===== config.mk =====
export PLATFORM = sky130hd
export DESIGN_NAME = cq_queue_ctrl
export DESIGN_NICKNAME = d
export VERILOG_FILES = /design/src/rtl/cq_pkg.sv /design/src/rtl/cq_fifo.sv /design/src/rtl/cq_edge_det.sv /design/src/rtl/cq_ser_tx.sv /design/src/rtl/cq_queue_ctrl.sv
export SDC_FILE = /design/constraint.sdc
export NUM_CORES = 1
export LEC_CHECK = 0
export BUFFER_PORTS_ARGS = -buffer_cell sky130_fd_sc_hd__buf_4
export CAP_MARGIN = 20
export CORE_ASPECT_RATIO = 0.8
export CORE_MARGIN = 4
export CORE_UTILIZATION = 45
export CTS_CLUSTER_DIAMETER = 200
export DETAILED_ROUTE_END_ITERATION = 8
export SLEW_MARGIN = 20
export SYNTH_ARGS = -nofsm -noshare
export SYNTH_HDL_FRONTEND = slang
export SYNTH_SLANG_ARGS = --single-unit

===== constraint.sdc =====
create_clock -name clk -period 4.8 [get_ports clk]
set_input_delay 0.24 -clock clk [delete_from_list [all_inputs] [get_ports clk]]
set_output_delay 0.24 -clock clk [all_outputs]
set_load 0.005 [all_outputs]

===== src/rtl/cq_pkg.sv =====
package cq_pkg;

  typedef enum logic [1:0] {
    MODE_OFF  = 2'd0,
    MODE_SW   = 2'd1,
    MODE_RISE = 2'd2,
    MODE_FALL = 2'd3
  } cq_mode_e;

  typedef enum logic {
    ST_IDLE = 1'b0,
    ST_RUN  = 1'b1
  } cq_state_e;

  localparam logic [1:0] ADDR_CTRL = 2'd0;
  localparam logic [1:0] ADDR_STAT = 2'd1;
  localparam logic [1:0] ADDR_TCNT = 2'd2;

  // control field positions
  localparam int CTL_SSE  = 2;
  localparam int CTL_INV  = 3;
  localparam int CTL_FILL = 4;

  // status field positions
  localparam int STB_RUN   = 0;
  localparam int STB_SSS   = 1;
  localparam int STB_EMPTY = 2;

endpackage


===== src/rtl/cq_fifo.sv =====
module cq_fifo #(
  parameter int W     = 32,
  parameter int DEPTH = 8
) (
  input  logic         clk,
  input  logic         rst_n,
  input  logic         push,
  input  logic [W-1:0] din,
  input  logic         pop,
  input  logic         flush,
  output logic [W-1:0] head,
  output logic         full,
  output logic         empty
);
  localparam int AW = (DEPTH > 1) ? $clog2(DEPTH) : 1;
  localparam int CW = $clog2(DEPTH + 1);

  logic [W-1:0]  mem [DEPTH];
  logic [AW-1:0] wp, rp;
  logic [CW-1:0] cnt;
  logic          push_ok, pop_ok;

  assign full    = (cnt == CW'(DEPTH));
  assign empty   = (cnt == '0);
  assign push_ok = push && !full;
  assign pop_ok  = pop && !empty;
  assign head    = mem[rp];

  function automatic logic [AW-1:0] nxt(input logic [AW-1:0] p);
    return (p == AW'(DEPTH - 1)) ? '0 : p + 1'b1;
  endfunction

  always_ff @(posedge clk) begin
    if (push_ok) mem[wp] <= din;
  end

  always_ff @(posedge clk) begin
    if (!rst_n || flush) begin
      wp  <= '0;
      rp  <= '0;
      cnt <= '0;
    end else begin
      if (push_ok) wp <= nxt(wp);
      if (pop_ok)  rp <= nxt(rp);
      case ({push_ok, pop_ok})
        2'b10:   cnt <= cnt + 1'b1;
        2'b01:   cnt <= cnt - 1'b1;
        default: cnt <= cnt;
      endcase
    end
  end
endmodule


===== src/rtl/cq_edge_det.sv =====
module cq_edge_det (
  input  logic clk,
  input  logic rst_n,
  input  logic trig,
  input  logic clear,
  input  logic en,
  input  logic fall_sel,
  input  logic consume,
  output logic pend
);
  logic s1, s2, s3;
  logic hit;

  // s3 always follows s2, so a held level never reads as an edge
  assign hit = fall_sel ? (s3 && !s2) : (s2 && !s3);

  always_ff @(posedge clk) begin
    if (!rst_n) begin
      s1   <= 1'b0;
      s2   <= 1'b0;
      s3   <= 1'b0;
      pend <= 1'b0;
    end else begin
      s1 <= trig;
      s2 <= s1;
      s3 <= s2;
      if (clear || consume) pend <= 1'b0;
      else if (en && hit)   pend <= 1'b1;
    end
  end
endmodule


===== src/rtl/cq_ser_tx.sv =====
module cq_ser_tx #(
  parameter int W        = 32,
  parameter int ABORT_AT = 26
) (
  input  logic         clk,
  input  logic         rst_n,
  input  logic         start,
  input  logic [W-1:0] word,
  input  logic         abort,
  output logic         busy,
  output logic         bit_o,
  output logic         done,
  output logic         aborted
);
  localparam int CW = $clog2(W + 1);

  logic [W-1:0]  sh;
  logic [CW-1:0] cnt;

  // cnt = bit cycles finished before the current one
  assign done    = busy && (cnt == CW'(W - 1));
  assign aborted = abort && busy && (cnt < CW'(ABORT_AT - 1));
  assign bit_o   = busy && sh[W-1];

  always_ff @(posedge clk) begin
    if (!rst_n) begin
      busy <= 1'b0;
      sh   <= '0;
      cnt  <= '0;
    end else if (start) begin
      busy <= 1'b1;
      sh   <= word;
      cnt  <= '0;
    end else if (busy) begin
      if (aborted || done) begin
        busy <= 1'b0;
        cnt  <= '0;
      end else begin
        sh  <= {sh[W-2:0], 1'b0};
        cnt <= cnt + 1'b1;
      end
    end
  end
endmodule


===== src/rtl/cq_queue_ctrl.sv =====
module cq_queue_ctrl
  import cq_pkg::*;
#(
  parameter int CMD_W    = 32,
  parameter int DEPTH    = 8,
  parameter int CNT_W    = 8,
  parameter int ABORT_AT = 26
) (
  input  logic             clk,
  input  logic             rst_n,
  input  logic             wr_en,
  input  logic [1:0]       wr_addr,
  input  logic [CNT_W-1:0] wr_data,
  input  logic [1:0]       rd_addr,
  output logic [CNT_W-1:0] rd_data,
  input  logic             cmd_valid,
  output logic             cmd_ready,
  input  logic [CMD_W-1:0] cmd_data,
  output logic             fill_req,
  input  logic             trig_in,
  output logic             int_valid,
  input  logic             int_ready,
  output logic [CMD_W-1:0] int_data,
  output logic             ser_frame,
  output logic             ser_data,
  output logic             q_busy
);
  localparam int EOQ_BIT = CMD_W - 1;
  localparam int EXT_BIT = CMD_W - 2;

  cq_mode_e        mode_q, mode_nx, wr_mode;
  cq_state_e       state_q;
  logic            sss_q, fill_en_q, pend_q;
  logic [CNT_W-1:0] tcnt_q;

  logic             ctrl_wr, tcnt_wr, mode_ok, disable_now, sse_set, inv_ok;
  logic [CMD_W-1:0] head;
  logic             full, empty, head_ext, head_eoq;
  logic             ser_busy, ser_done, ser_aborted, ser_start;
  logic             int_done, xfer_done, active, start, edge_pend, edge_mode;

  // ---------------- register decode ----------------
  assign ctrl_wr = wr_en && (wr_addr == ADDR_CTRL);
  assign tcnt_wr = wr_en && (wr_addr == ADDR_TCNT);
  assign wr_mode = cq_mode_e'(wr_data[1:0]);

  assign mode_ok = ((mode_q == MODE_OFF) && (state_q == ST_IDLE)) ||
                   (wr_mode == MODE_OFF) || (wr_mode == mode_q);
  assign mode_nx = (ctrl_wr && mode_ok) ? wr_mode : mode_q;

  assign disable_now = ctrl_wr && (mode_q != MODE_OFF) && (wr_mode == MODE_OFF);
  assign sse_set     = ctrl_wr && wr_data[CTL_SSE] && (mode_nx != MODE_OFF);
  assign inv_ok      = ctrl_wr && wr_data[CTL_INV] && (state_q == ST_IDLE);

  // ---------------- command FIFO ----------------
  cq_fifo #(.W(CMD_W), .DEPTH(DEPTH)) u_fifo (
    .clk   (clk),
    .rst_n (rst_n),
    .push  (cmd_valid),
    .din   (cmd_data),
    .pop   (xfer_done),
    .flush (inv_ok),
    .head  (head),
    .full  (full),
    .empty (empty)
  );

  assign cmd_ready = !full;
  assign fill_req  = fill_en_q && !full;
  assign head_ext  = head[EXT_BIT];
  assign head_eoq  = head[EOQ_BIT];

  // ---------------- trigger ----------------
  assign edge_mode = (mode_q == MODE_RISE) || (mode_q == MODE_FALL);

  cq_edge_det u_edge (
    .clk      (clk),
    .rst_n    (rst_n),
    .trig     (trig_in),
    .clear    (mode_q == MODE_OFF),
    .en       (edge_mode && (state_q == ST_IDLE)),
    .fall_sel (mode_q == MODE_FALL),
    .consume  (start),
    .pend     (edge_pend)
  );

  assign start = (state_q == ST_IDLE) && !disable_now && sss_q &&
                 ((mode_q == MODE_SW) || (edge_mode && edge_pend));

  // ---------------- transfer issue ----------------
  assign int_valid = (state_q == ST_RUN) && !empty && !head_ext && !ser_busy;
  assign int_data  = head;
  assign int_done  = int_valid && int_ready;
  assign ser_start = (state_q == ST_RUN) && !pend_q && !disable_now &&
                     !empty && head_ext && !ser_busy;

  cq_ser_tx #(.W(CMD_W), .ABORT_AT(ABORT_AT)) u_ser (
    .clk     (clk),
    .rst_n   (rst_n),
    .start   (ser_start),
    .word    (head),
    .abort   (disable_now),
    .busy    (ser_busy),
    .bit_o   (ser_data),
    .done    (ser_done),
    .aborted (ser_aborted)
  );

  assign ser_frame = ser_busy;
  assign xfer_done = int_done || ser_done;
  assign active    = int_valid || ser_busy;
  assign q_busy    = (state_q == ST_RUN);

  // ---------------- control state ----------------
  always_ff @(posedge clk) begin
    if (!rst_n) begin
      mode_q    <= MODE_OFF;
      state_q   <= ST_IDLE;
      sss_q     <= 1'b0;
      fill_en_q <= 1'b0;
      pend_q    <= 1'b0;
      tcnt_q    <= '0;
    end else begin
      mode_q <= mode_nx;
      if (ctrl_wr) fill_en_q <= wr_data[CTL_FILL];

      if (ctrl_wr && (mode_nx == MODE_OFF)) sss_q <= 1'b0;
      else if (sse_set)                      sss_q <= 1'b1;
      else if (xfer_done && head_eoq)        sss_q <= 1'b0;

      if (tcnt_wr)        tcnt_q <= wr_data;
      else if (xfer_done) tcnt_q <= tcnt_q + 1'b1;

      if (state_q == ST_RUN) begin
        if (xfer_done && (head_eoq || pend_q || disable_now)) begin
          state_q <= ST_IDLE;
          pend_q  <= 1'b0;
        end else if (disable_now) begin
          if (ser_aborted || !active) state_q <= ST_IDLE;
          else                        pend_q  <= 1'b1;
        end
      end else if (start) begin
        state_q <= ST_RUN;
      end
    end
  end

  // ---------------- register read ----------------
  always_comb begin
    rd_data = '0;
    case (rd_addr)
      ADDR_CTRL: begin
        rd_data[1:0]     = mode_q;
        rd_data[CTL_FILL] = fill_en_q;
      end
      ADDR_STAT: begin
        rd_data[STB_RUN]   = (state_q == ST_RUN);
        rd_data[STB_SSS]   = sss_q;
        rd_data[STB_EMPTY] = empty;
      end
      ADDR_TCNT: rd_data = tcnt_q;
      default:   rd_data = '0;
    endcase
  end
endmodule


=== After elaboration in Yosys (flattened, before gate mapping) ===
Memories as Yosys holds them, arrays and structs flattened. A register that Yosys moved wholly into a read port is not among the register bits.
Index checks and enable logic that the tools add are counted.

* Input bits: 50
* Memories: 1
* Output and inout bits: 46
* Word-level logic and storage cells: 151
* RAM bits: 256
* Register bits after elaboration: 67

{| class="wikitable"
|+ Memory list
! memory !! depth !! bits a word !! rd ports !! clocked after memory_dff !! wr ports !! line !! source
|-
| u_fifo.mem || 8 || 32 || 1 || 1 || 1 || cq_fifo.sv:18 || <nowiki>logic [W-1:0] mem [DEPTH];</nowiki>
|}

* Reductions and logical operators: 77
* $lt $le $gt $ge: 1
* $add $sub $neg: 6
* Bitwise logic cells: 2
* Mux-type cells: 33
* Eq/ne operators: 15

{| class="wikitable"
|+ Operators with widths
! cell !! number
|-
| 32-bit 2-to-1 mux || 3
|-
| 1-bit logical AND || 37
|-
| 1-bit 2-to-1 mux || 17
|-
| 8-bit 2-to-1 mux || 2
|-
| 3-bit 2-to-1 mux || 5
|-
| 2-bit nonzero test || 7
|-
| 1-bit logical OR || 12
|-
| 2-bit equality test, second input constant || 5
|-
| 1-bit logical NOT || 10
|-
| 2-bit logical NOT || 5
|-
| 8-bit by 1-bit adder with 8-bit output, second input constant || 1
|-
| 4-bit one-hot mux with 2 select lines || 1
|-
| 3-bit by 1-bit adder with 3-bit output, second input constant || 2
|-
| 6-bit by 1-bit adder with 6-bit output, second input constant || 1
|-
| 2-bit by 1-bit equality test with 1-bit output, second input constant || 3
|-
| 3-bit equality test, second input constant || 2
|-
| 6-bit by 5-bit equality test with 1-bit output, second input constant || 1
|-
| 6-bit by 5-bit < comparator with 1-bit output, second input constant || 1
|-
| 6-bit 2-to-1 mux || 1
|-
| 2-bit one-hot mux with 3 select lines || 1
|-
| 2-bit OR reduction || 3
|-
| 4-bit by 1-bit adder with 4-bit output, second input constant || 1
|-
| 4-bit equality test, second input constant || 1
|-
| 4-bit logical NOT || 1
|-
| other kinds (8) || 11
|}

=== Longest topological paths before layout ===
* Depth after elaboration: 12
* Gate-level depth with buffers: 14
* Gate-level depth less buffers: 13

=== Hierarchy ===
A second synthesis with hierarchy kept.

* Cell total of the unflattened synthesis: 823
* Area total of the unflattened synthesis: 13,391.6 µm²

{| class="wikitable"
|+ By module, submodules not included
! module !! times used !! area each (µm²) !! sequential area each (µm²) !! cells an instance
|-
| cq_fifo || 1 || 10,321.1 || 7,947.6 || 451
|-
| cq_ser_tx || 1 || 1,958.1 || 780.7 || 235
|-
| cq_queue_ctrl || 1 || 975.9 || 280.3 || 126
|-
| cq_edge_det || 1 || 136.4 || 80.1 || 11
|}

=== Least setup slack after synthesis ===
No wires, ideal clock.

* Path kind: register to register
* From: reg u_fifo.cnt[1]
* To: mem u_fifo.mem[0][0], enable pin
* Slack: 0.340 ns
* Period minus slack after synthesis: 4.460 ns
* Stages on the path, launching flop included: 6
* Setup time: 0.502 ns
* Data arrival time: 3.958 ns
* Path buffers: 1
* Data required time: 4.298 ns
* Cells stage by stage: dfxtp_1 buf_2 nor3_1 nand2_1 nand2_1 nor4_1

* Cells in the longest elaborated chain, start to end: 5

{| class="wikitable"
|+ Ends and longest elaborated chain
! what !! line !! source
|-
| from (decl) || cq_fifo.sv:20 || <nowiki>logic [CW-1:0] cnt;</nowiki>
|-
| from (signal assigned) || cq_fifo.sv:46 || <nowiki>2'b10: cnt <= cnt + 1'b1;</nowiki>
|-
| from (signal assigned) || cq_fifo.sv:47 || <nowiki>2'b01: cnt <= cnt - 1'b1;</nowiki>
|-
| from (signal assigned) || cq_fifo.sv:48 || <nowiki>default: cnt <= cnt;</nowiki>
|-
| 4-bit equality test || cq_fifo.sv:23 || <nowiki>assign full = (cnt == CW'(DEPTH));</nowiki>
|-
| 1-bit logical NOT || - ||
|-
| named net cmd_ready || cq_queue_ctrl.sv:17 || <nowiki>output logic cmd_ready,</nowiki>
|-
| 1-bit logical AND || cq_fifo.sv:25 || <nowiki>assign push_ok = push && !full;</nowiki>
|-
| 1-bit 2-to-1 mux || cq_fifo.sv:34 || <nowiki>if (push_ok) mem[wp] <= din;</nowiki>
|-
| 1-bit 2-to-1 mux (implied by the code) || cq_fifo.sv:34 ||
|-
| to (decl) || cq_fifo.sv:18 ||
|}

The timed path passes the listed nets, and every way through them passes these cells.

==> impl_metrics.csv <==
group,metric,value,unit
run_status,outcome,"complete, no violations",
grt,grt_first_pass_wirelength,44600,um
routing,wl_met3,1230,um
place,dp_hpwl,17200,um
timing,fin_crit_sh,68.8,%
routing,dr_total_vias,7396,
timing,fin_ws,1.50,ns
logic_synthesis,ys_warn_count,0,
routing,topRoutingLayerUsed,"met4",
clock_tree,clock_sinks,326,
timing,period_minus_slack,3.30,ns
logic_synthesis,netlist_instances,775,
timing,slew_violations,0,
clock_tree,htree_num_levels,2,
die,rows,55,
logic_synthesis,yosys.area.top_type_share,58.6,%
timing,worst_pin_slew,1.08,ns
routing,drc,0,
timing,fmax,0.303,GHz
clock_tree,cts-buffers-inserted,34,
clock_tree,cts.path.max_buffers,3,
logic_synthesis,synth.distinct_cells,56,
logic_synthesis,syn_nets,839,
setup_path,worst_path_largest_cell_delay,0.75,ns
logic_synthesis,synthMuxAreaShare,14.6,%
logic_synthesis,netlist_area,0.0131,sq mm
setup_path,worstSetupPathType,"flop to flop",
logic_synthesis,yosys-top-cells-count,"edfxtp_1, dfxtp_1, mux4_2",
logic_synthesis,seq_area_frac_synth,69.3,%
logic_synthesis,ys_ff_latch,326,
routing,m1WireLength,13200,um
worst_hold_path,worstHoldPathType,"input pin to flop",
routing,routedWlPerCell,21.9,um
setup_path,critical_path.max_fanout,19,
routing,met2_length,13800,um
timing,fin_tns_setup,0,ns
die,die_h,161,um
grt,grt_max_degree,57,
grt,antenna_found_initial,1,
finish,final_area,0.0158,sq mm
finish,multi_input_area,0.00383,sq mm
run,max-cap-violations,0,
routing,drtIter0Drc,461,
logic_synthesis,synth_fa_ha_area_share,1.34,%
setup_path,cpMaxStageDelayCell,"dfxtp_2",
power,powerDensity,390,mW/mm^2
place,port_buffers,95,
setup_path,crit_path_frequent_cell,"a21oi_1",
logic_synthesis,synth_top_family_by_area,"multiplexers",
logic_synthesis,async_reset_ff_share,0,%
logic_synthesis,yosys-top-cells-area,"edfxtp_1, dfxtp_1, mux4_2",
power,power,6160,uW
place,dpl-instance-area,0.0143,sq mm
die,die_w,199,um
clock_tree,clk_pin_slew,0.07,ns
routing,avgViaCountPerCell,5.64,
finish,num-fill-cells,2203,
place,place_ws,1.52,ns
power,irDropWorstVdd,0.000250,V
logic_synthesis,synthMostInstantiatedCell,"edfxtp_1",
logic_synthesis,synth_simple_gate_area_share,5.87,%
setup_path,setup.worst_path.start_class,"flop",
routing,wirelength,28700,um
logic_synthesis,synth_compound_area_share,6.62,%
grt,grt_pass1_vias,7722,
logic_synthesis,synth_ff_type,"edfxtp_1",
setup_path,crit_chain,"mux2_4 > a2bb2oi_1 > a21oi_1 > o21ai_1 > inv_1 > ha_1 > or3b_2 > o21ai_0 > nand3b_1 > a21oi_1 > xnor2_1 > nor2_1",
grt,grt.total_usage,18.0,%
timing,hold_viol,0,
finish,regArea,0.00909,sq mm
logic_synthesis,synth_edf_count,256,
timing,slew_headroom,27.9,%
grt,grt-ovfl-total,0,
finish,nets,979,
place,gp_congestion,0.805,
logic_synthesis,yosys.area_share.xor_xnor,0.334,%
die,dieArea,0.0320,sq mm
clock_tree,cts_tree,"yes",
routing,firstDrtPassIters,7,
setup_path,setup.worst_path.end_class,"flop",
routing,drtAntennaViolNets,0,
logic_synthesis,synth_area_per_cell,16.9,sq um
timing,setup_viol,0,
clock_tree,root_buffer,"clkbuf_16",
clock_tree,clk_latency,0.51,ns
power,p_leak,0.00525,uW
setup_path,crit_required,5.17,ns
finish,syn2layout_area_growth,20.5,%
logic_synthesis,yosysTopAreaCell,"edfxtp_1",
clock_tree,cts.repair.resized,0,
setup_path,crit_arrival,3.67,ns
die,io_pins,96,
timing,rsz0062_at_grt,"no",
die,start_util,46.0,%
die,core,0.0285,sq mm
timing,skew,0.0146,ns
finish,drive_above_1_share,29.3,%
## final cells by class
| cell class | count | area share [%] |
|---|---|---|
| flip-flops and latches | 326 | 57.6 |
| multi-input cells | 401 | 24.3 |
| repair buffers | 143 | 7.41 |
| clock buffers | 46 | 6.26 |
| well taps | 370 | 2.93 |
| clock inverters | 16 | 1.35 |
| inverters | 9 | 0.214 |
| diodes | 1 | 0.0158 |
## where the power goes
group / internal, uW / total [uW] / switching, uW
Combinational: 126 / 264 / 138
Clock: 1720 / 2780 / 1050
Sequential: 3090 / 3120 / 22.8
Total: 4950 / 6160 / 1210
## registers in the layout, indices dropped and copies added (netlist names), named ones only
register     cells
u_fifo.mem     256
u_ser.sh        32
tcnt_q           8
u_ser.cnt        6
u_fifo.cnt       4
u_fifo.rp        3
u_fifo.wp        3
mode_q           2
fill_en_q        1
pend_q           1
q_busy           1
sss_q            1
u_edge.pend      1
u_edge.s1        1
u_edge.s2        1
u_edge.s3        1
u_ser.busy       1
## worst max-delay path, delay by kind of cell, from the launching register on
family / cells / cell delay [ns]
AND/OR/NAND/NOR: 3 / 0.61
multiplexers: 1 / 0.35
adder cells (fa/ha/maj): 1 / 0.25
XOR/XNOR: 1 / 0.14
buffers and inverters: 1 / 0.12
flip-flops: 1 / 0.75
AO/OA/AOI/OAI: 5 / 0.94
## cells by family after synthesis
group,count (synthesis)
compound gates,127
mux,110
xor+xnor,5
flops,326
simple gates,145
buf+inv,48
fa+ha+maj,14
## metal layers
metal / GRT usage (%) / vias up
met2: 28.8 / 178
met5: 0 / -
met4: 4.35 / 0
li1: - / 3367
met1: 26.2 / 3810
met3: 2.89 / 41
## through the flow
step	hold slack, ns	std cells	util [%]
final	0.0144	1312	55.5
after global routing	0.0165	1312	55.5
after CTS	0.00444	1311	55.5
after detailed placement	0.421	1215	50.0
after global placement	0.415	1214	50.0
after floorplan	0.339	775	-
## layout by cell type (no fill, tap or decap), types with 7 or more instances in the layout
master         instances
o21ai_0               24
nand2_1               47
mux2i_1               16
nor2_1                21
edfxtp_1             256
buf_4                108
mux4_2                62
clkbuf_16             37
a21oi_1               17
dlygate4sd3_1         34
a31oi_1                7
a22oi_1               28
nand3_1               11
dfxtp_1               67
and2_1                11
ha_1                  14
mux2_2                31
clkinv_2               7
nor3_1                10
a21boi_1              24
inv_1                  9
## worst paths after layout
| check | slack [ns] | cells past startpoint | end | from |
|---|---|---|---|---|
| setup / recovery | 1.50 | 12 | u_fifo.cnt[3] | flop |
| hold reg to reg | 0.43 | 1 | u_edge.s2 | u_edge.s1 |
| setup reg to reg | 1.50 | 12 | u_fifo.cnt[3] | flop |
| hold / removal | 0.01 | 3 | sss_q | wr_data[2] |
## timing repair
action                                 4_1_cts  5_1_grt
buffers inserted                             0        0
endpoints found under the hold margin      258        0
hold buffers                                34        0
Note: power is estimated with default switching activity, not from simulation.
